### config.mk
export PLATFORM = sky130hd
export DESIGN_NAME = store_buffer
export DESIGN_NICKNAME = d
export VERILOG_FILES = /design/src/rtl/sb_pkg.sv /design/src/rtl/sb_ptr_ctrl.sv /design/src/rtl/sb_entry_array.sv /design/src/rtl/sb_search.sv /design/src/rtl/store_buffer.sv
export SDC_FILE = /design/constraint.sdc
export NUM_CORES = 1
export LEC_CHECK = 0
export BUFFER_PORTS_ARGS = -buffer_cell sky130_fd_sc_hd__buf_2
export CORE_UTILIZATION = 45
export CTS_CLUSTER_DIAMETER = 60
export CTS_CLUSTER_SIZE = 25
export DETAILED_ROUTE_END_ITERATION = 7
export GPL_TIMING_DRIVEN = 0
export MAX_ROUTING_LAYER = met4
export PLACE_DENSITY = 0.68
export SLEW_MARGIN = 20
export SYNTH_ARGS = -nofsm -noshare
export SYNTH_HDL_FRONTEND = slang
export SYNTH_HIERARCHICAL = 1
export SYNTH_SLANG_ARGS = --single-unit
### constraint.sdc
create_clock -name clk -period 6.7 [get_ports clk]
set_clock_uncertainty 0.2 [all_clocks]
set_input_delay 0.335 -clock clk [delete_from_list [all_inputs] [get_ports clk]]
set_output_delay 0.335 -clock clk [all_outputs]
set_load 0.05 [all_outputs]
### src/rtl/sb_pkg.sv
package sb_pkg;
  localparam int unsigned SB_AW    = 32;
  localparam int unsigned SB_DW    = 32;
  localparam int unsigned SB_DEPTH = 4;
endpackage

### src/rtl/sb_ptr_ctrl.sv
module sb_ptr_ctrl #(
  parameter int unsigned DEPTH = 4,
  localparam int unsigned PW = $clog2(DEPTH),
  localparam int unsigned CW = $clog2(DEPTH + 1)
) (
  input  logic          clk,
  input  logic          rst_n,
  input  logic          push,
  input  logic          pop,
  output logic [PW-1:0] head,
  output logic [PW-1:0] tail,
  output logic [CW-1:0] cnt,
  output logic          full,
  output logic          empty
);
  logic [PW-1:0] head_nx, tail_nx;
  logic [CW-1:0] cnt_nx;

  always_comb begin
    head_nx = head;
    tail_nx = tail;
    cnt_nx  = cnt;
    if (pop)  head_nx = head + PW'(1);
    if (push) tail_nx = tail + PW'(1);
    if (push && !pop) cnt_nx = cnt + CW'(1);
    else if (pop && !push) cnt_nx = cnt - CW'(1);
  end

  always_ff @(posedge clk or negedge rst_n) begin
    if (!rst_n) begin
      head <= '0;
      tail <= '0;
      cnt  <= '0;
    end else if (push || pop) begin
      head <= head_nx;
      tail <= tail_nx;
      cnt  <= cnt_nx;
    end
  end

  assign full  = (cnt == CW'(DEPTH));
  assign empty = (cnt == '0);


  no_overflow_chk: assert property (@(posedge clk) disable iff (!rst_n)
    cnt <= CW'(DEPTH));


  pop_nonempty_chk: assert property (@(posedge clk) disable iff (!rst_n)
    pop |-> cnt != '0);
endmodule

### src/rtl/sb_entry_array.sv
module sb_entry_array #(
  parameter int unsigned DEPTH = 4,
  parameter int unsigned AW = 32,
  parameter int unsigned DW = 32,
  localparam int unsigned PW = $clog2(DEPTH)
) (
  input  logic                      clk,
  input  logic                      rst_n,
  input  logic                      wr_en,
  input  logic [PW-1:0]             wr_idx,
  input  logic [AW-1:0]             wr_addr,
  input  logic [DW-1:0]             wr_data,
  input  logic                      clr_en,
  input  logic [PW-1:0]             clr_idx,
  output logic [DEPTH-1:0]          valid,
  output logic [DEPTH-1:0][AW-1:0]  addr_q,
  output logic [DEPTH-1:0][DW-1:0]  data_q
);
  for (genvar g = 0; g < DEPTH; g++) begin : g_slot
    logic wr_here, clr_here, valid_nx;
    assign wr_here  = wr_en && (wr_idx == PW'(g));
    assign clr_here = clr_en && (clr_idx == PW'(g));

    always_comb begin
      valid_nx = valid[g];
      if (clr_here) valid_nx = 1'b0;
      if (wr_here)  valid_nx = 1'b1;
    end

    always_ff @(posedge clk or negedge rst_n) begin
      if (!rst_n) valid[g] <= 1'b0;
      else if (wr_here || clr_here) valid[g] <= valid_nx;
    end

    always_ff @(posedge clk) begin
      if (wr_here) begin
        addr_q[g] <= wr_addr;
        data_q[g] <= wr_data;
      end
    end
  end
endmodule

### src/rtl/sb_search.sv
module sb_search #(
  parameter int unsigned DEPTH = 4,
  parameter int unsigned AW = 32,
  parameter int unsigned DW = 32,
  localparam int unsigned PW = $clog2(DEPTH)
) (
  input  logic                      clk,
  input  logic                      rst_n,
  input  logic [DEPTH-1:0]          valid,
  input  logic [DEPTH-1:0][AW-1:0]  addr_q,
  input  logic [DEPTH-1:0][DW-1:0]  data_q,
  input  logic [PW-1:0]             head,
  input  logic [AW-1:0]             key,
  output logic                      hit,
  output logic [DW-1:0]             hit_data
);
  logic [DEPTH-1:0] match;

  for (genvar g = 0; g < DEPTH; g++) begin : g_cmp
    assign match[g] = valid[g] && (addr_q[g] == key);
  end

  // Walk slots from oldest to youngest; a later match overrides an earlier one.
  always_comb begin
    hit      = 1'b0;
    hit_data = '0;
    for (int k = 0; k < DEPTH; k++) begin
      logic [PW-1:0] idx;
      idx = head + PW'(k);
      if (match[idx]) begin
        hit      = 1'b1;
        hit_data = data_q[idx];
      end
    end
  end


  empty_no_hit_chk: assert property (@(posedge clk) disable iff (!rst_n)
    (valid == '0) |-> !hit);
endmodule

### src/rtl/store_buffer.sv
module store_buffer
  import sb_pkg::*;
#(
  parameter int unsigned DEPTH = SB_DEPTH,
  parameter int unsigned AW = SB_AW,
  parameter int unsigned DW = SB_DW,
  localparam int unsigned PW = $clog2(DEPTH),
  localparam int unsigned CW = $clog2(DEPTH + 1)
) (
  input  logic          clk,
  input  logic          rst_n,
  input  logic          st_valid,
  input  logic [AW-1:0] st_addr,
  input  logic [DW-1:0] st_data,
  output logic          st_ready,
  input  logic [AW-1:0] ld_addr,
  output logic          ld_hit,
  output logic [DW-1:0] ld_data,
  input  logic          dr_en,
  input  logic          cpu_access,
  output logic          dr_valid,
  output logic [AW-1:0] dr_addr,
  output logic [DW-1:0] dr_data,
  output logic          dr_ack
);
  logic [PW-1:0] head, tail;
  logic [CW-1:0] cnt;
  logic full, empty, push, pop;
  logic [DEPTH-1:0]         valid;
  logic [DEPTH-1:0][AW-1:0] addr_q;
  logic [DEPTH-1:0][DW-1:0] data_q;

  assign pop      = !empty && dr_en && !cpu_access;
  assign st_ready = !full || pop;
  assign push     = st_valid && st_ready;

  sb_ptr_ctrl #(.DEPTH(DEPTH)) u_ctrl (
    .clk(clk), .rst_n(rst_n), .push(push), .pop(pop),
    .head(head), .tail(tail), .cnt(cnt), .full(full), .empty(empty)
  );

  sb_entry_array #(.DEPTH(DEPTH), .AW(AW), .DW(DW)) u_array (
    .clk(clk), .rst_n(rst_n),
    .wr_en(push), .wr_idx(tail), .wr_addr(st_addr), .wr_data(st_data),
    .clr_en(pop), .clr_idx(head),
    .valid(valid), .addr_q(addr_q), .data_q(data_q)
  );

  sb_search #(.DEPTH(DEPTH), .AW(AW), .DW(DW)) u_search (
    .clk(clk), .rst_n(rst_n), .valid(valid), .addr_q(addr_q), .data_q(data_q),
    .head(head), .key(ld_addr), .hit(ld_hit), .hit_data(ld_data)
  );

  assign dr_valid = !empty;
  assign dr_addr  = addr_q[head];
  assign dr_data  = data_q[head];
  assign dr_ack   = pop;


  valid_count_chk: assert property (@(posedge clk) disable iff (!rst_n)
    $countones(valid) == int'(cnt));


  cpu_hold_chk: assert property (@(posedge clk) disable iff (!rst_n)
    (cpu_access && dr_valid) |=> dr_valid && $stable(dr_addr) && $stable(dr_data));


  full_stall_chk: assert property (@(posedge clk) disable iff (!rst_n)
    (st_valid && !st_ready) |=> $stable(cnt));
endmodule

=== After elaboration in Yosys (flattened, before gate mapping) ===
Cells that the tools add are included.

* Flip-flop bits (word level): 267
* Bits in latches: 0
* Memory bits (writable): 0
* Bits in read-only memories: 0
* Input port bits: 101
* Output and inout bits: 100
* Word-level logic and storage cells: 115
* Memories: 0

* Add/subtract/negate cells: 6
* Multiply operators: 0
* Divide/modulo/power cells: 0
* $lt $le $gt $ge: 4
* Equality and inequality tests: 11
* Shift operators: 0
* Multiplexer cells: 36
* Bitwise gates (word level): 0
* Reductions and logical operators: 43

{| class="wikitable"
|+ Operator list
! kind !! number
|-
| $bmux 32 s2 || 5
|-
| $mux 32 || 9
|-
| $eq 32x32->1 || 4
|-
| $logic_and 1x1->1 || 17
|-
| $mux 1 || 16
|-
| $reduce_and 2->1 || 7
|-
| $lt 2x3->1 const B || 4
|-
| $reduce_bool 2->1 || 5
|-
| $bmux 1 s2 || 4
|-
| $eq 2x2->1 const B || 4
|-
| $logic_or 1x1->1 || 6
|-
| $mux 3 || 2
|-
| $logic_not 1->1 || 5
|-
| $add 2x1->2 const B || 2
|-
| $add 2x2->2 const B || 2
|-
| $eq 2x1->1 const B || 2
|-
| $logic_not 2->1 || 2
|-
| $add 3x1->3 const B || 1
|-
| $eq 3x3->1 const B || 1
|-
| $logic_not 3->1 || 1
|-
| $sub 3x1->3 const B || 1
|}

=== Longest topological paths before layout ===
* Depth in word-level cells: 10
* Depth in mapped cells: 10
* Mapped depth without buffers: 10

=== Hierarchy ===
The synthesis kept the hierarchy.

{| class="wikitable"
|+ By module, submodules not included
! module !! instances !! cells an instance !! area an instance (µm²) !! seq. area each (µm²)
|-
| sb_entry_array || 1 || 273 || 7877.6 || 7787.5
|-
| sb_search || 1 || 600 || 4501.8 || 0.0
|-
| store_buffer || 1 || 83 || 1650.3 || 0.0
|-
| sb_ptr_ctrl || 1 || 28 || 347.8 || 175.2
|}

=== Worst setup path before layout ===
No wires, ideal clock.

* Kind: reg-to-reg
* Start point: register u_ctrl.cnt[0]
* End point: register u_array/addr_q[0] (netlist bit) (enable)
* Library setup time: 0.582 ns
* Data arrival time: 6.315 ns
* Data required time: 5.918 ns
* Setup slack: -0.397 ns
* Stages on the path, launching flop included: 5
* Buffers on the path: 0
* Clock period less this slack: 7.097 ns
* Cell sequence: dfrtp_1 -> nor3_1 -> or3b_2 -> a21boi_0 -> nor3b_1

* Cells in the longest elaborated chain, start to end: 7
* Elaborated cells on any way between the ends: 9
* Those cells by class: eq/ne (1); reduce/logical (8)

{| class="wikitable"
|+ RTL lines
! what !! RTL line !! source
|-
| from (decl) || sb_ptr_ctrl.sv:12 || <nowiki>output logic [CW-1:0] cnt,</nowiki>
|-
| from (signal assigned) || sb_ptr_ctrl.sv:37 || <nowiki>cnt <= cnt_nx;</nowiki>
|-
| $logic_not 3->1 || sb_ptr_ctrl.sv:42 || <nowiki>assign empty = (cnt == '0);</nowiki>
|-
| net empty || store_buffer.sv:28 || <nowiki>logic full, empty, push, pop;</nowiki>
|-
| $logic_not 1->1 || store_buffer.sv:33 || <nowiki>assign pop = !empty && dr_en && !cpu_access;</nowiki>
|-
| $logic_and 1x1->1 (2 in a row) || store_buffer.sv:33 ||
|-
| $logic_or 1x1->1 || store_buffer.sv:34 || <nowiki>assign st_ready = !full || pop;</nowiki>
|-
| $logic_and 1x1->1 || store_buffer.sv:35 || <nowiki>assign push = st_valid && st_ready;</nowiki>
|-
| net push || store_buffer.sv:28 ||
|-
| $logic_and 1x1->1 || sb_entry_array.sv:21 || <nowiki>assign wr_here = wr_en && (wr_idx == PW'(g));</nowiki>
|-
| to (signal, indexed assignment) || sb_entry_array.sv:37 || <nowiki>addr_q[g] <= wr_addr;</nowiki>
|-
| to (decl) || sb_entry_array.sv:16 || <nowiki>output logic [DEPTH-1:0][AW-1:0] addr_q,</nowiki>
|}

The timed path passes the listed nets, and every way through them passes these cells.
A chain may end at the register's enable or synchronous reset.

=== Worst setup path after layout ===
* Start point: register u_array/addr_q[53] (netlist bit)
* End point: output port ld_data[0]

* Cells in the longest elaborated chain, start to end: 8
* Elaborated cells on any way between the ends: 14
* Those cells by class: eq/ne (1); mux (12); reduce/logical (1)

{| class="wikitable"
|+ RTL lines
! what !! RTL line !! source
|-
| $eq 32x32->1 (*) || sb_search.sv:20 || <nowiki>assign match[g] = valid[g] && (addr_q[g] == key);</nowiki>
|-
| $logic_and 1x1->1 (*) || sb_search.sv:20 ||
|-
| $bmux 1 s2 || sb_search.sv:30 || <nowiki>if (match[idx]) begin</nowiki>
|-
| $mux 1 (implied by the code) || sb_search.sv:30 ||
|-
| $mux 32 (3 in a row) || sb_search.sv:30 ||
|-
| $mux 32 (*) || sb_search.sv:30 ||
|-
| to (decl) || store_buffer.sv:18 || <nowiki>output logic [DW-1:0] ld_data,</nowiki>
|}

Every way passes the cells marked *; elsewhere a longest branch is shown, timed or not. The select of a mux whose other input is x is not followed.

==> results.ini <==
[setup_path]
reg2reg_to=u_array/data_q[57]
reg2reg_setup_slack_ns=3.12
crit_path_start_kind=flop
r2r_cells=8
worstPathMaxFanout=10
required_ns=6.16
worst_r2r_startpoint=u_ctrl/cnt[0]
arrival_ns=4.22
crit_path_end_kind=output port
critPathKind=flop to output port

[yosys]
ys_async_sr_fraction=0.04120
synth-compound-area-share=0.1021
yosys.cell_types.count=52
yosysSeqAreaShare=0.5538
syn_area_sq_mm=0.01438
synth_area_leaders=edfxtp_1 53%, mux4_2 9.4%, mux2_2 5.1%
yosys_warnings=6
yosysTopAreaCell=edfxtp_1
synthMuxAreaShare=0.1529
synth_xor_area_frac=0.08102
synth_top_area_frac=0.5347
ys_dominant_reg_cell=edfxtp_1
synth_area_per_cell_sq_um=14.61
synth_common_cells=256 x edfxtp_1, 69 x xor2_1, 65 x mux2_2
synth_most_common_cell=edfxtp_1
synth-edff-count=256
synthCells=984
synth_top_family_by_area=multiplexers
yosys.area_share.adder=0.003133
ys_ff_latch=267
synth-simple-area-share=0.07528
synthesis.nets=1088

[drt]
vias_per_cell=6.238
firstDrtPassIters=8
dr_total_vias=10720
drt-total-wl_um=42470
drc=4
wl_per_cell_um=24.72
drtAntennaViolNets=0
drt-initial-drc-count=1385

[timing]
relSlewSlack=0.3299
finalCritPeriodShare=0.7103
worst_pin_slew_ns=0.9962
drv_slew=0
post-route-worst-setup-slack_ns=1.941
worst_hold_slack_ns=-0.009290
grt_setup_unrepaired=no
fin_crit_ns=4.759
setup_tns_ns=0
fmaxAchievable_mhz=210.1
setup_viol=0
hold_viol_final=9

[die]
pin_count=201
die_x_um=180.7
rows=65
fp.dieArea_sq_mm=0.03267
die_h_um=180.7
core-area_sq_mm=0.03147
start_util=0.4568

[global_route]
grt_first_pass_wirelength_um=63980
grt_pass1_vias=10720
grt_overflow=0
grt_max_degree=39
grt_usage=0.2643
antenna_found_initial=4

[cts]
cts_resized=0
hold_buffers=65
cts_tree=built
ctsLongestPathBuffers=3
cts_setup_buffers=0
numCtsBuffers=28
cts_root_buffer=clkbuf_16
worstSkewPairLatency_ns=0.56
cts-htree-levels=1
clk_pin_slew_ns=0.08
cts_sinks=267

[place]
dp_cells=1597
preCtsSetupSlack_ns=2.577
hpwl_um=28910
gp_congestion=0.8815
io_buffers=199
dpl-instance-area_sq_mm=0.01613

[pwr]
p_per_area_mw_per_mm2=425.9
leakagePower_nw=6.150
vdd_drop_max_uv=343.6

[cells_and_area]
finish.utilization=0.5666
n_fill_cell=2492
drive_above_1_share=0.3349
final_cell_count_no_fill=1718
layout.nets=1394
synthToLayoutAreaGrowth_pct=24.03
finalInstanceArea_sq_mm=0.01783

[run_status]
violations=design-rule violations, negative hold slack
status=complete, but fails checks

[flow_run]
maxCapViolations=0

[hold_path]
hold_class=input port to asynchronous set/reset pin

## worst max-delay path, stage by stage (launching register included)
cell,delay [ns]
edfxtp_1,0.41
xnor2_1,0.33
nand4_1,0.28
nor4_2,0.53
nand3_1,0.15
a221oi_1,0.73
buf_2,0.40
a22oi_1,0.11
a32oi_1,0.37
buf_2,0.34
## placed cells by master (no fill, tap or decap), types with 7 or more instances in the layout
cell type / instances
a22oi_1: 62
dfrtp_1: 11
clkbuf_1: 31
a32oi_1: 33
inv_1: 9
nor2b_1: 32
buf_2: 221
clkinv_8: 8
mux4_2: 60
clkbuf_16: 28
xor2_1: 69
buf_12: 7
nand2_1: 38
nor3_1: 8
nand3_1: 42
a211oi_1: 31
xnor2_1: 64
o221ai_1: 32
nand4_1: 18
buf_6: 10
nor2_1: 12
nor4_1: 20
dlygate4sd3_1: 65
mux2_2: 65
edfxtp_1: 256
## report_power, final
group          internal [mW]  switching [mW]  leakage [nW]
clock                  0.911           0.795         0.499
sequential              2.22           0.241          2.47
combinational           1.22            2.21          3.18
## logic make-up after synthesis
| kind of cell | count (synthesis) |
|---|---|
| DFF | 267 |
| and+or+nand+nor | 196 |
| AOI/OAI and AO/OA | 178 |
| xor gates and xnor gates | 133 |
| muxes | 130 |
| buffers and inverters | 77 |
| adders and majority gates | 3 |
## metal layers
| layer | track usage | part of all wire |
|---|---|---|
| met4 | 0.07795 | 0.028 |
| met5 | - | 0 |
| met1 | 0.3549 | 0.42 |
| met3 | 0.03729 | 0.081 |
| met2 | 0.4190 | 0.47 |
## stage by stage
step	hold slack (ns)	total power, mW
global route	0.007900	7.862
global placement	0.01800	5.784
detailed placement	0.02893	5.866
CTS	0.002209	7.607
finish	-0.009290	7.594
floorplan	-0.1606	4.952
## registers in the layout, indices dropped and copies added (netlist names)
name / cells
u_array/addr_q: 128
u_ctrl/head: 2
u_ctrl/tail: 2
u_array/data_q: 128
u_array/valid: 4
u_ctrl/cnt: 3
## layout make-up
cell class / instances / area [sq um] / share of cell area
timing repair buffer: 276 / 1872 / 0.1050
multi-input combinational: 640 / 5986 / 0.3357
antenna: 5 / 12.51 / 0.0007017
buffer: 68 / 422.9 / 0.02372
sequential: 267 / 7963 / 0.4465
inverter: 9 / 33.78 / 0.001894
clock buffer: 29 / 704.4 / 0.03950
clock inverter: 22 / 335.3 / 0.01880
tap: 402 / 503.0 / 0.02821
## worst max path at each step
| stage | from | end | slack [ns] | cells past startpoint |
|---|---|---|---|---|
| 4_1_cts | u_array/addr_q[53] | ld_data[2] | 2.07 | 9 |
| 3_5_place_dp | ld_addr[21] | ld_data[2] | 2.58 | 10 |
| 6_report | u_array/addr_q[53] | ld_data[0] | 1.94 | 9 |
| 5_1_grt | u_array/addr_q[53] | ld_data[2] | 1.80 | 9 |
| 2_1_floorplan | u_ctrl/cnt[0] | u_array/addr_q[32] | 1.73 | 5 |
| 3_3_place_gp | u_ctrl/cnt[0] | u_array/addr_q[52] | -1.15 | 5 |
Note: power is estimated with default switching activity, not from simulation.
